### src/rtl/sfr_pkg.sv
package sfr_pkg;
  localparam int HALF_W = 4;   // holds the largest half period, 8
  localparam int CMD_W  = 32;  // opcode plus 24-bit address

  typedef enum logic [1:0] {ST_IDLE, ST_RUN, ST_TAIL} sfr_state_e;

  function automatic logic [7:0] mode_opcode(input logic [1:0] m);
    case (m)
      2'd0:    return 8'h03;
      2'd1:    return 8'h0B;
      2'd2:    return 8'h3B;
      default: return 8'h6B;
    endcase
  endfunction

  function automatic logic [3:0] mode_dummy(input logic [1:0] m);
    return (m == 2'd0) ? 4'd0 : 4'd8;
  endfunction

  // log2 of the data lane count
  function automatic logic [1:0] mode_lshift(input logic [1:0] m);
    case (m)
      2'd2:    return 2'd1;
      2'd3:    return 2'd2;
      default: return 2'd0;
    endcase
  endfunction

  function automatic logic [HALF_W-1:0] half_of(input logic ovr, input logic [1:0] f);
    return ovr ? HALF_W'(1) : HALF_W'((HALF_W'(f) + HALF_W'(1)) << 1);
  endfunction
endpackage

### src/rtl/sfr_tick.sv
module sfr_tick #(
  parameter int W = 4
) (
  input  logic         clk,
  input  logic         rst,
  input  logic         run,
  input  logic [W-1:0] half,
  output logic         tick
);
  logic [W-1:0] cnt;

  assign tick = run && (cnt == half - W'(1));

  always_ff @(posedge clk) begin
    if (rst || !run) cnt <= '0;
    else if (tick)   cnt <= '0;
    else             cnt <= cnt + W'(1);
  end

  // ticks are at least two cycles apart unless the half period is one
  p_tick_gap_r2: assert property (@(posedge clk) disable iff (rst)
    (tick && half != W'(1)) |=> !tick);
endmodule

### src/rtl/sfr_cmd_tx.sv
module sfr_cmd_tx #(
  parameter int CW = 32
) (
  input  logic          clk,
  input  logic          rst,
  input  logic          load,
  input  logic          lead_mode,
  input  logic [CW-1:0] cmd,
  input  logic          shift,
  input  logic          clr,
  output logic          bit_o,
  output logic          oe_o
);
  localparam int RW = $clog2(CW + 2);
  logic [CW:0]   sh;
  logic [RW-1:0] rem;

  always_ff @(posedge clk) begin
    if (rst || clr) begin
      sh  <= '0;
      rem <= '0;
    end else if (load) begin
      // leading-edge drive: an empty slot first, so the first shift shows bit 31
      sh  <= lead_mode ? {1'b0, cmd} : {cmd, 1'b0};
      rem <= lead_mode ? RW'(CW + 1) : RW'(CW);
    end else if (shift && rem != '0) begin
      sh  <= sh << 1;
      rem <= rem - RW'(1);
    end
  end

  assign bit_o = sh[CW];
  assign oe_o  = (rem != '0);

  // the enable only comes back through a new load
  p_oe_no_rise_r8: assert property (@(posedge clk) disable iff (rst)
    (!oe_o && !load) |=> !oe_o);
endmodule

### src/rtl/sfr_rx.sv
module sfr_rx (
  input  logic       clk,
  input  logic       rst,
  input  logic       clear,
  input  logic       cap,
  input  logic [1:0] lsh,
  input  logic [3:0] lanes,
  output logic [7:0] byte_o,
  output logic       vld_o
);
  logic [7:0] acc, nxt;
  logic [2:0] sub;
  logic       last;

  always_comb begin
    case (lsh)
      2'd0:    nxt = {acc[6:0], lanes[1]};
      2'd1:    nxt = {acc[5:0], lanes[1:0]};
      default: nxt = {acc[3:0], lanes};
    endcase
  end

  assign last = (sub == (3'd7 >> lsh));

  always_ff @(posedge clk) begin
    if (rst) begin
      acc    <= '0;
      sub    <= '0;
      byte_o <= '0;
      vld_o  <= 1'b0;
    end else begin
      vld_o <= 1'b0;
      if (clear) begin
        acc <= '0;
        sub <= '0;
      end else if (cap) begin
        acc <= nxt;
        if (last) begin
          sub    <= '0;
          byte_o <= nxt;
          vld_o  <= 1'b1;
        end else begin
          sub <= sub + 3'd1;
        end
      end
    end
  end

  // each byte strobe is a single-cycle pulse
  p_vld_pulse_r10: assert property (@(posedge clk) disable iff (rst)
    vld_o |=> !vld_o);
endmodule

### src/rtl/sfr_engine.sv
module sfr_engine #(
  parameter int CNT_W = 16
) (
  input  logic             clk,
  input  logic             rst,
  input  logic [7:0]       cfg_byte,
  input  logic             fast_ovr,
  input  logic [1:0]       rd_mode,
  input  logic             start,
  input  logic [23:0]      addr,
  input  logic [CNT_W-1:0] count,
  output logic             sclk,
  output logic             cs_n,
  output logic [3:0]       io_out,
  output logic [3:0]       io_oe,
  input  logic [3:0]       io_in,
  output logic [7:0]       rd_byte,
  output logic             rd_vld,
  output logic             busy
);
  import sfr_pkg::*;

  localparam int EW = CNT_W + 6;

  sfr_state_e        st;
  logic [HALF_W-1:0] half_q;
  logic              cpol_q, smp_trail_q, drv_lead_q;
  logic [1:0]        lsh_q;
  logic [EW-1:0]     e_q, last_q;
  logic [EW-2:0]     cstart_q;

  logic          tick, accept, lead, drv_ev, cap_ev, finish, tx_bit, tx_oe;
  logic [1:0]    lsh_new;
  logic [EW-1:0] clocks_new;
  logic          cfg_unused;

  assign cfg_unused = ^cfg_byte[4:2];
  assign accept     = (st == ST_IDLE) && start;
  assign lsh_new    = mode_lshift(rd_mode);
  assign clocks_new = EW'(CMD_W) + EW'(mode_dummy(rd_mode))
                    + (EW'(count) << (2'd3 - lsh_new));

  assign lead   = ~e_q[0];
  assign drv_ev = tick && (st == ST_RUN) && (drv_lead_q ? lead : ~lead);
  assign cap_ev = tick && (st == ST_RUN) && (smp_trail_q ? ~lead : lead)
                  && (e_q[EW-1:1] >= cstart_q);
  assign finish = tick && (st == ST_TAIL);

  always_ff @(posedge clk) begin
    if (rst) begin
      st          <= ST_IDLE;
      sclk        <= cfg_byte[5];
      cs_n        <= 1'b1;
      busy        <= 1'b0;
      e_q         <= '0;
      last_q      <= '0;
      cstart_q    <= '0;
      half_q      <= HALF_W'(1);
      cpol_q      <= 1'b0;
      smp_trail_q <= 1'b0;
      drv_lead_q  <= 1'b0;
      lsh_q       <= '0;
    end else begin
      case (st)
        ST_IDLE: begin
          sclk <= cfg_byte[5];
          if (start) begin
            half_q      <= half_of(fast_ovr, cfg_byte[1:0]);
            cpol_q      <= cfg_byte[5];
            drv_lead_q  <= cfg_byte[6];
            smp_trail_q <= cfg_byte[7];
            lsh_q       <= lsh_new;
            cstart_q    <= (EW-1)'(CMD_W) + (EW-1)'(mode_dummy(rd_mode));
            last_q      <= (clocks_new << 1) - EW'(1);
            e_q         <= '0;
            cs_n        <= 1'b0;
            busy        <= 1'b1;
            st          <= ST_RUN;
          end
        end
        ST_RUN: begin
          if (tick) begin
            sclk <= ~sclk;
            e_q  <= e_q + EW'(1);
            if (e_q == last_q) st <= ST_TAIL;
          end
        end
        ST_TAIL: begin
          if (tick) begin
            cs_n <= 1'b1;
            busy <= 1'b0;
            st   <= ST_IDLE;
          end
        end
        default: st <= ST_IDLE;
      endcase
    end
  end

  sfr_tick #(.W(HALF_W)) u_tick (
    .clk  (clk),
    .rst  (rst),
    .run  (st != ST_IDLE),
    .half (half_q),
    .tick (tick)
  );

  sfr_cmd_tx #(.CW(CMD_W)) u_tx (
    .clk       (clk),
    .rst       (rst),
    .load      (accept),
    .lead_mode (cfg_byte[6]),
    .cmd       ({mode_opcode(rd_mode), addr}),
    .shift     (drv_ev),
    .clr       (finish),
    .bit_o     (tx_bit),
    .oe_o      (tx_oe)
  );

  sfr_rx u_rx (
    .clk    (clk),
    .rst    (rst),
    .clear  (accept),
    .cap    (cap_ev),
    .lsh    (lsh_q),
    .lanes  (io_in),
    .byte_o (rd_byte),
    .vld_o  (rd_vld)
  );

  assign io_out = {3'b000, tx_bit};
  assign io_oe  = {3'b000, tx_oe};

  // busy only rises in answer to a start pulse
  p_busy_start_r11: assert property (@(posedge clk) disable iff (rst)
    $rose(busy) |-> $past(start));
  // bytes are only delivered inside a transfer
  p_vld_in_busy_r10: assert property (@(posedge clk) disable iff (rst)
    rd_vld |-> busy);
  // the command lane is driven only under chip select
  p_oe_needs_cs_r8: assert property (@(posedge clk) disable iff (rst)
    io_oe[0] |-> !cs_n);
  // the serial clock moves only on a tick
  p_sclk_hold_r2: assert property (@(posedge clk) disable iff (rst)
    (st == ST_RUN && !tick) |=> $stable(sclk));
  // while idle the clock sits at the configured level
  p_idle_level_r4: assert property (@(posedge clk) disable iff (rst)
    (!busy && $past(!busy)) |-> sclk == $past(cfg_byte[5]));
endmodule

### config.mk
export PLATFORM = sky130hd
export DESIGN_NAME = sfr_engine
export DESIGN_NICKNAME = d
export VERILOG_FILES = /design/src/rtl/sfr_pkg.sv /design/src/rtl/sfr_tick.sv /design/src/rtl/sfr_cmd_tx.sv /design/src/rtl/sfr_rx.sv /design/src/rtl/sfr_engine.sv
export SDC_FILE = /design/constraint.sdc
export NUM_CORES = 1
export LEC_CHECK = 0
export BUFFER_PORTS_ARGS = -buffer_cell sky130_fd_sc_hd__buf_2
export CAP_MARGIN = 20
export CORE_MARGIN = 4
export CORE_UTILIZATION = 55
export DETAILED_ROUTE_END_ITERATION = 8
export PLACE_DENSITY = 0.73
export SLEW_MARGIN = 25
export SYNTH_ARGS = -nofsm -noshare
export SYNTH_HDL_FRONTEND = slang
export SYNTH_SLANG_ARGS = --single-unit
export TNS_END_PERCENT = 20
### constraint.sdc
create_clock -name clk -period 6.6 [get_ports clk]
set_input_delay 0.99 -clock clk [delete_from_list [all_inputs] [get_ports clk]]
set_output_delay 0.99 -clock clk [all_outputs]
set_load 0.05 [all_outputs]
# After elaboration in Yosys (flattened, before gate mapping)
# Index checks and enable logic that the tools add are counted.
[word_totals]
regBits = 140
wordCells = 111
[op_classes]
add_sub_neg = 11
order_cmp = 1
eq_ne = 14
shift = 2
n_mux = 32
bitwise_logic = 4
reduce_logical = 29
[op_table]
columns = ["cell", "n"]
rows = [
  ["$mux W33", 2],
  ["$mux W22", 2],
  ["$pmux W22 S2", 1],
  ["$mux W32", 1],
  ["$add A22 B1 Y22 const B", 1],
  ["$eq A22 B22 Y1", 1],
  ["$sub A22 B1 Y22 const B", 1],
  ["$add A7 B21 Y21", 1],
  ["$ge A21 B21 Y1", 1],
  ["$pmux W7 S3", 1],
  ["$shl A16 B2 Y21", 1],
  ["$pmux W8 S2", 1],
  ["$add A6 B4 Y7 const A", 2],
  ["$mux W6", 2],
  ["$mux W1", 10],
  ["$reduce_and A3 Y1", 3],
  ["$logic_and A1 B1 Y1", 8],
  ["$mux W2", 4],
  ["$mux W4", 2],
  ["$reduce_bool A2 Y1", 4],
  ["$eq A2 B1 Y1 const B", 3],
  ["$eq A2 B2 Y1 const B", 3],
  ["$logic_not A2 Y1", 3],
  ["$ne A2 B2 Y1 const B", 3],
  ["other kinds (24)", 32],
]

# Logic depth before layout (Yosys ltp)
[depth]
word_depth = 8
ltp_mapped = 17

# Modules after synthesis
# From an unflattened synthesis, not the netlist that was laid out.
[unflattened]
hier_cells = 900
hier_area_um2 = 7576.0
[modules_own_cells]
columns = ["mod", "n_inst", "cells_per_inst", "area_per_inst_um2", "seq_area_each_um2"]
rows = [
  ["sfr_engine", 1, 515, 4119.0, 1171.1],
  ["sfr_cmd_tx", 1, 259, 2220.9, 780.7],
  ["sfr_rx", 1, 101, 994.7, 380.4],
  ["sfr_tick", 1, 25, 241.5, 80.1],
]

# Worst setup path before layout
# OpenSTA, ideal clock, no wires.
[synth_timing]
path_kind = "input-to-reg"
from = "in rd_mode[1]"
to = "reg last_q[15]"
setup_time_ns = 0.062
arrival_time_ns = 4.437
required_time_ns = 6.538
slack_ns = 2.101
path_stages = 16
n_path_buf = 5
cell_sequence = "buf_4 -> buf_4 -> buf_2 -> clkbuf_1 -> or2_2 -> ha_1 -> ha_1 -> buf_2 -> and4bb_1 -> a211oi_4 -> and3_4 -> xnor2_1 -> nand3_1 -> or2_1 -> or4_1 -> nand3_1"
[synth_between]
elab_chain_len = 6
elab_cells_between_ends = 10
classes_between = "add/sub (4); eq/ne (2); shift (1); mux (2); reduce/logical (1)"
[synth_lines]
columns = ["item", "line_no", "text"]
rows = [
  ["start, declared", "sfr_engine.sv:8", "input logic [1:0] rd_mode,"],
  ["$eq A2 B2 Y1", "sfr_pkg.sv:22", "case (m)"],
  ["$pmux W2 S2", "sfr_pkg.sv:22", ""],
  ["$sub A2 B2 Y2", "sfr_engine.sv:41", "+ (EW'(count) << (2'd3 - lsh_new));"],
  ["$shl A16 B2 Y21", "sfr_engine.sv:41", ""],
  ["$add A7 B21 Y21 (*)", "sfr_engine.sv:41", ""],
  ["$sub A22 B1 Y22 (*)", "sfr_engine.sv:74", "last_q <= (clocks_new << 1) - EW'(1);"],
  ["end signal, assigned", "sfr_engine.sv:74", ""],
  ["end, declared", "sfr_engine.sv:29", "logic [EW-1:0] e_q, last_q;"],
]
# Every way passes the cells marked *; elsewhere a longest branch is shown, timed or not.
# A chain may end at the register's enable or synchronous reset.

# Worst setup path after layout
# Same ends and word-level chain as after synthesis.

==> results <==
- Clock latency on the worst-skew pair, taken at its later pin, is between 0.4 and 0.5 ns.
- Yosys attributes the largest share of cell area to dfxtp_1 33%, mux2i_1 10%, a211oi_1 6.3%, xnor2_1 6.1%, nor2_1 5.1%.
- Sorting the synthesized cells by how often they occur yields 119 x dfxtp_1, 97 x nor2_1, 74 x mux2i_1.
- The setup-violating endpoint count in the final report is 0.
- After synthesis the cells add up to roughly 7200 µm².
- The fraction of synthesized cell area taken by the top area cell type is 0.3306.
- The number of synthesized register bits is 120.
- In this run the deepest clock path goes through 2 buffers.
- The leading area contributor after synthesis is dfxtp_1.
- The maximum number of pins on one net before global-route repair is 94.
- CTS placed an instance of clkbuf_16 at the clock tree root.
- Setup repair after global routing left no endpoint under its margin.
- The floorplan die height is 122.5 µm.
- The register clock-pin slew on the reported worst setup and hold paths is ~0.05 ns.
- The design draws 2.125 mW.
- The number of levels in the clock H-tree is 4.
- Across the run, the number of max-cap violations was 0.
- The count of nets left with antenna violations once routing finished came out at 0.
- The overall global routing resource usage is 0.2154.
- The detailed-route vias per instance is about 5.6.
- The number of enable flip-flop cells after synthesis is 1.
- Synthesis produced roughly 850 cells.
- Across all layers, the routed design uses roughly 6,100 vias.
- The final routed wire length divided by cell count is 14.53 µm.
- The initial antenna violation count is 0.
- The sequential element share of the synthesized area is 0.3348.
- The quantity of hold-fixing buffers added after cts is 0.
- The count of distinct cell types in the synthesized netlist is 70.
- Once the clock tree was built, the setup fixing pass inserted 0 buffers.
- The count of standard-cell rows is 41.
- In this run the mean area of a mapped cell was between 8 and 9 µm².
- The flow ran to the end, and the final reports show no timing, DRC or antenna violations.
- The dominant synthesized flop cell is dfxtp_1.
- In the final layout, the share of cells above drive strength 1 is 0.1424.
- In the synthesized netlist the async set-or-reset flop fraction comes to 0.
- The repair_antennas step left the layout with diodes totalling 0.
- The start-to-end type of the worst setup path is in2reg.
- The via count of the first global-routing pass came to 5,626.
- The area of the die is 15,000 µm².
- The boundary pin count is 78.
- Measured along the x axis, the die boundary spans 122.5 µm.
- The initial utilization of the core area, before any placement, comes to 0.5664.
- The region available for standard cell placement spans about 13,000 µm².
- The number of hold violations in the final report was 0.
- The final critical delay including setup and external delays is ~4.3 ns.
- The number of DRC violations after detailed-routing iteration 0 is roughly 320.
- The total overflow reported by the global router is 0.
- From synthesis to final layout, the design area changed by 12.81%.
- The routed design has 15,560 µm of wire.
- For this design the ratio of total power to cell area is about 260 nW/µm².
- The number of max-slew violations in the final report is 0.
- The first-pass GRT wire length is about 26,000 µm.
- The launching element type of the critical path is an input pin.
- The worst setup path is captured at a register.
- The count of buffers added on input and output ports is just under 70.
- Counting every sink on the clock net gives 120.
- The final net count is roughly 960.
- Derived from the worst setup path, the maximum achievable clock frequency is 230.7 MHz.
- The critical path data arrival time is 4.69 ns.
- The total of warnings raised by yosys is 0.
- The worst min-delay path class is reg2reg.
- The worst-path maximum fanout is 46.
- The total iterations of the first detailed-routing run is 5.
- The final estimated routing congestion in global placement is approximately 0.84.
- Counting the buffers created by CTS gives 17.
- The most frequently used cell type in the post-synthesis netlist is dfxtp_1.
- The post-cts sizing count is 0.
- The final setup skew is just over 0.008 ns.
- The leakage component of the power is 3.208 nW.
- Headroom to the max-slew limit came out at 0.3718.
- The CTS tree is yes.
- For the pin with the worst max-slew slack, the measured transition is 0.9401 ns.
- Fill cells in the final layout number roughly 1,100.
- The final total negative setup slack is 0 ns.
- The data required time at the worst endpoint is between 6 and 7 ns.
- The share of the clock period used by the worst path after layout is 0.6569.
- The peak supply drop is roughly 190 µV.
- The detailed-placement wirelength estimate is between 10,000 and 15,000 µm.
- For this run, design rule violations remaining after detail routing come to 0.
final cells by class:
class	count	area, µm²	area share
Clock buffer	24	503.0	0.06187
Clock inverter	7	113.9	0.01401
Timing Repair Buffer	71	362.8	0.04464
Sequential cell	120	2412	0.2968
Inverter	16	60.06	0.007388
Tap cell	172	215.2	0.02647
Multi-Input combinational cell	661	4462	0.5489
worst max-delay path: stages:
cell and delay [ns]:
buf_2 0.63, or2_2 0.26, ha_1 0.16, ha_1 0.38, and4bb_1 0.28, a211oi_4 0.36
and3_4 0.26, xnor2_1 0.24, nand3_1 0.20, or2_1 0.29, or4_1 0.51, nand3_1 0.09
power breakdown:
group	total [mW]	switching (mW)	internal [mW]	leakage, nW
clock	0.951	0.309	0.643	0.305
combinational	0.361	0.222	0.139	1.92
sequential	0.813	0.0356	0.777	0.982
cells by family after synthesis:
kind of cell | count (synthesis) | synth area share
simple gates | 322 | 0.2236
compound gates | 161 | 0.1573
flops | 120 | 0.3348
mux | 82 | 0.1156
buf+inv | 78 | 0.05001
xor+xnor | 77 | 0.09672
fa+ha+maj | 12 | 0.02084
other cells | 2 | 0.001042
through the flow:
step | utilization | hold WS (ns) | setup slack [ns] | area (µm²) | cells
2_1_floorplan | - | 0.4396 | 2.101 | 7224 | 859
3_3_place_gp | 0.5903 | 0.4281 | 1.960 | 7510 | 1040
3_5_place_dp | 0.5905 | 0.4413 | 1.868 | 7512 | 1040
4_1_cts | 0.6390 | 0.4550 | 2.304 | 8129 | 1071
5_1_grt | 0.6390 | 0.4848 | 1.932 | 8129 | 1071
6_report | 0.6390 | 0.4544 | 2.265 | 8129 | 1071
cells in the final DEF (no fill, tap or decap), types with 4 or more instances in the layout:
cell type | synthesis | final
a21o_1 | 4 | 4
nand2_1 | 66 | 64
dfxtp_1 | 119 | 119
nand2b_1 | 9 | 9
a211oi_1 | 60 | 60
nor4_1 | 12 | 12
ha_1 | 12 | 12
o21ai_0 | 23 | 23
o22ai_1 | 4 | 4
xnor2_1 | 50 | 50
nand3_1 | 34 | 33
buf_2 | 5 | 68
nand4_1 | 17 | 17
o211ai_1 | 4 | 4
xor2_1 | 24 | 24
nand3b_1 | 6 | 6
nor3_1 | 18 | 18
mux2_2 | 7 | 7
conb_1 | 2 | 7
and2_1 | 6 | 6
or3_1 | 4 | 4
clkbuf_16 | 0 | 18
a21oi_1 | 37 | 37
nor2_1 | 97 | 97
o2111ai_1 | 4 | 4
nor2b_1 | 28 | 28
inv_1 | 15 | 15
mux2i_1 | 74 | 74
and3_1 | 4 | 4
metal layers:
layer	track usage	wire length, µm
met5	0	0
met4	0.07278	213
met3	0.05207	752
met2	0.3428	7277
met1	0.2871	7318
sequential cells by signal, summed over array words and instances, names as in the netlist, 2 cells and up:
name and flops:
u_tx.sh 33, e_q 22, last_q 22, u_rx.byte_o 8
u_rx.acc 7, u_tx.rem 6, half_q 4, u_tick.cnt 4
u_rx.sub 3, lsh_q 2, st 2
final timing paths:
check / start / end / slack, ns / cells past startpoint
setup / recovery: rd_mode[1] / last_q[15]$_SDFFE_PP0P_ / 2.26 / 12
hold / removal: cs_n$_SDFFE_PP1P_ / cs_n$_SDFFE_PP1P_ / 0.45 / 1
setup reg to reg: half_q[0]$_SDFFE_PP1P_ / u_rx.byte_o[7]$_SDFFE_PP0P_ / 3.44 / 9
hold reg to reg: cs_n$_SDFFE_PP1P_ / cs_n$_SDFFE_PP1P_ / 0.45 / 1
No activity file was read; power rests on OpenSTA's default activity.
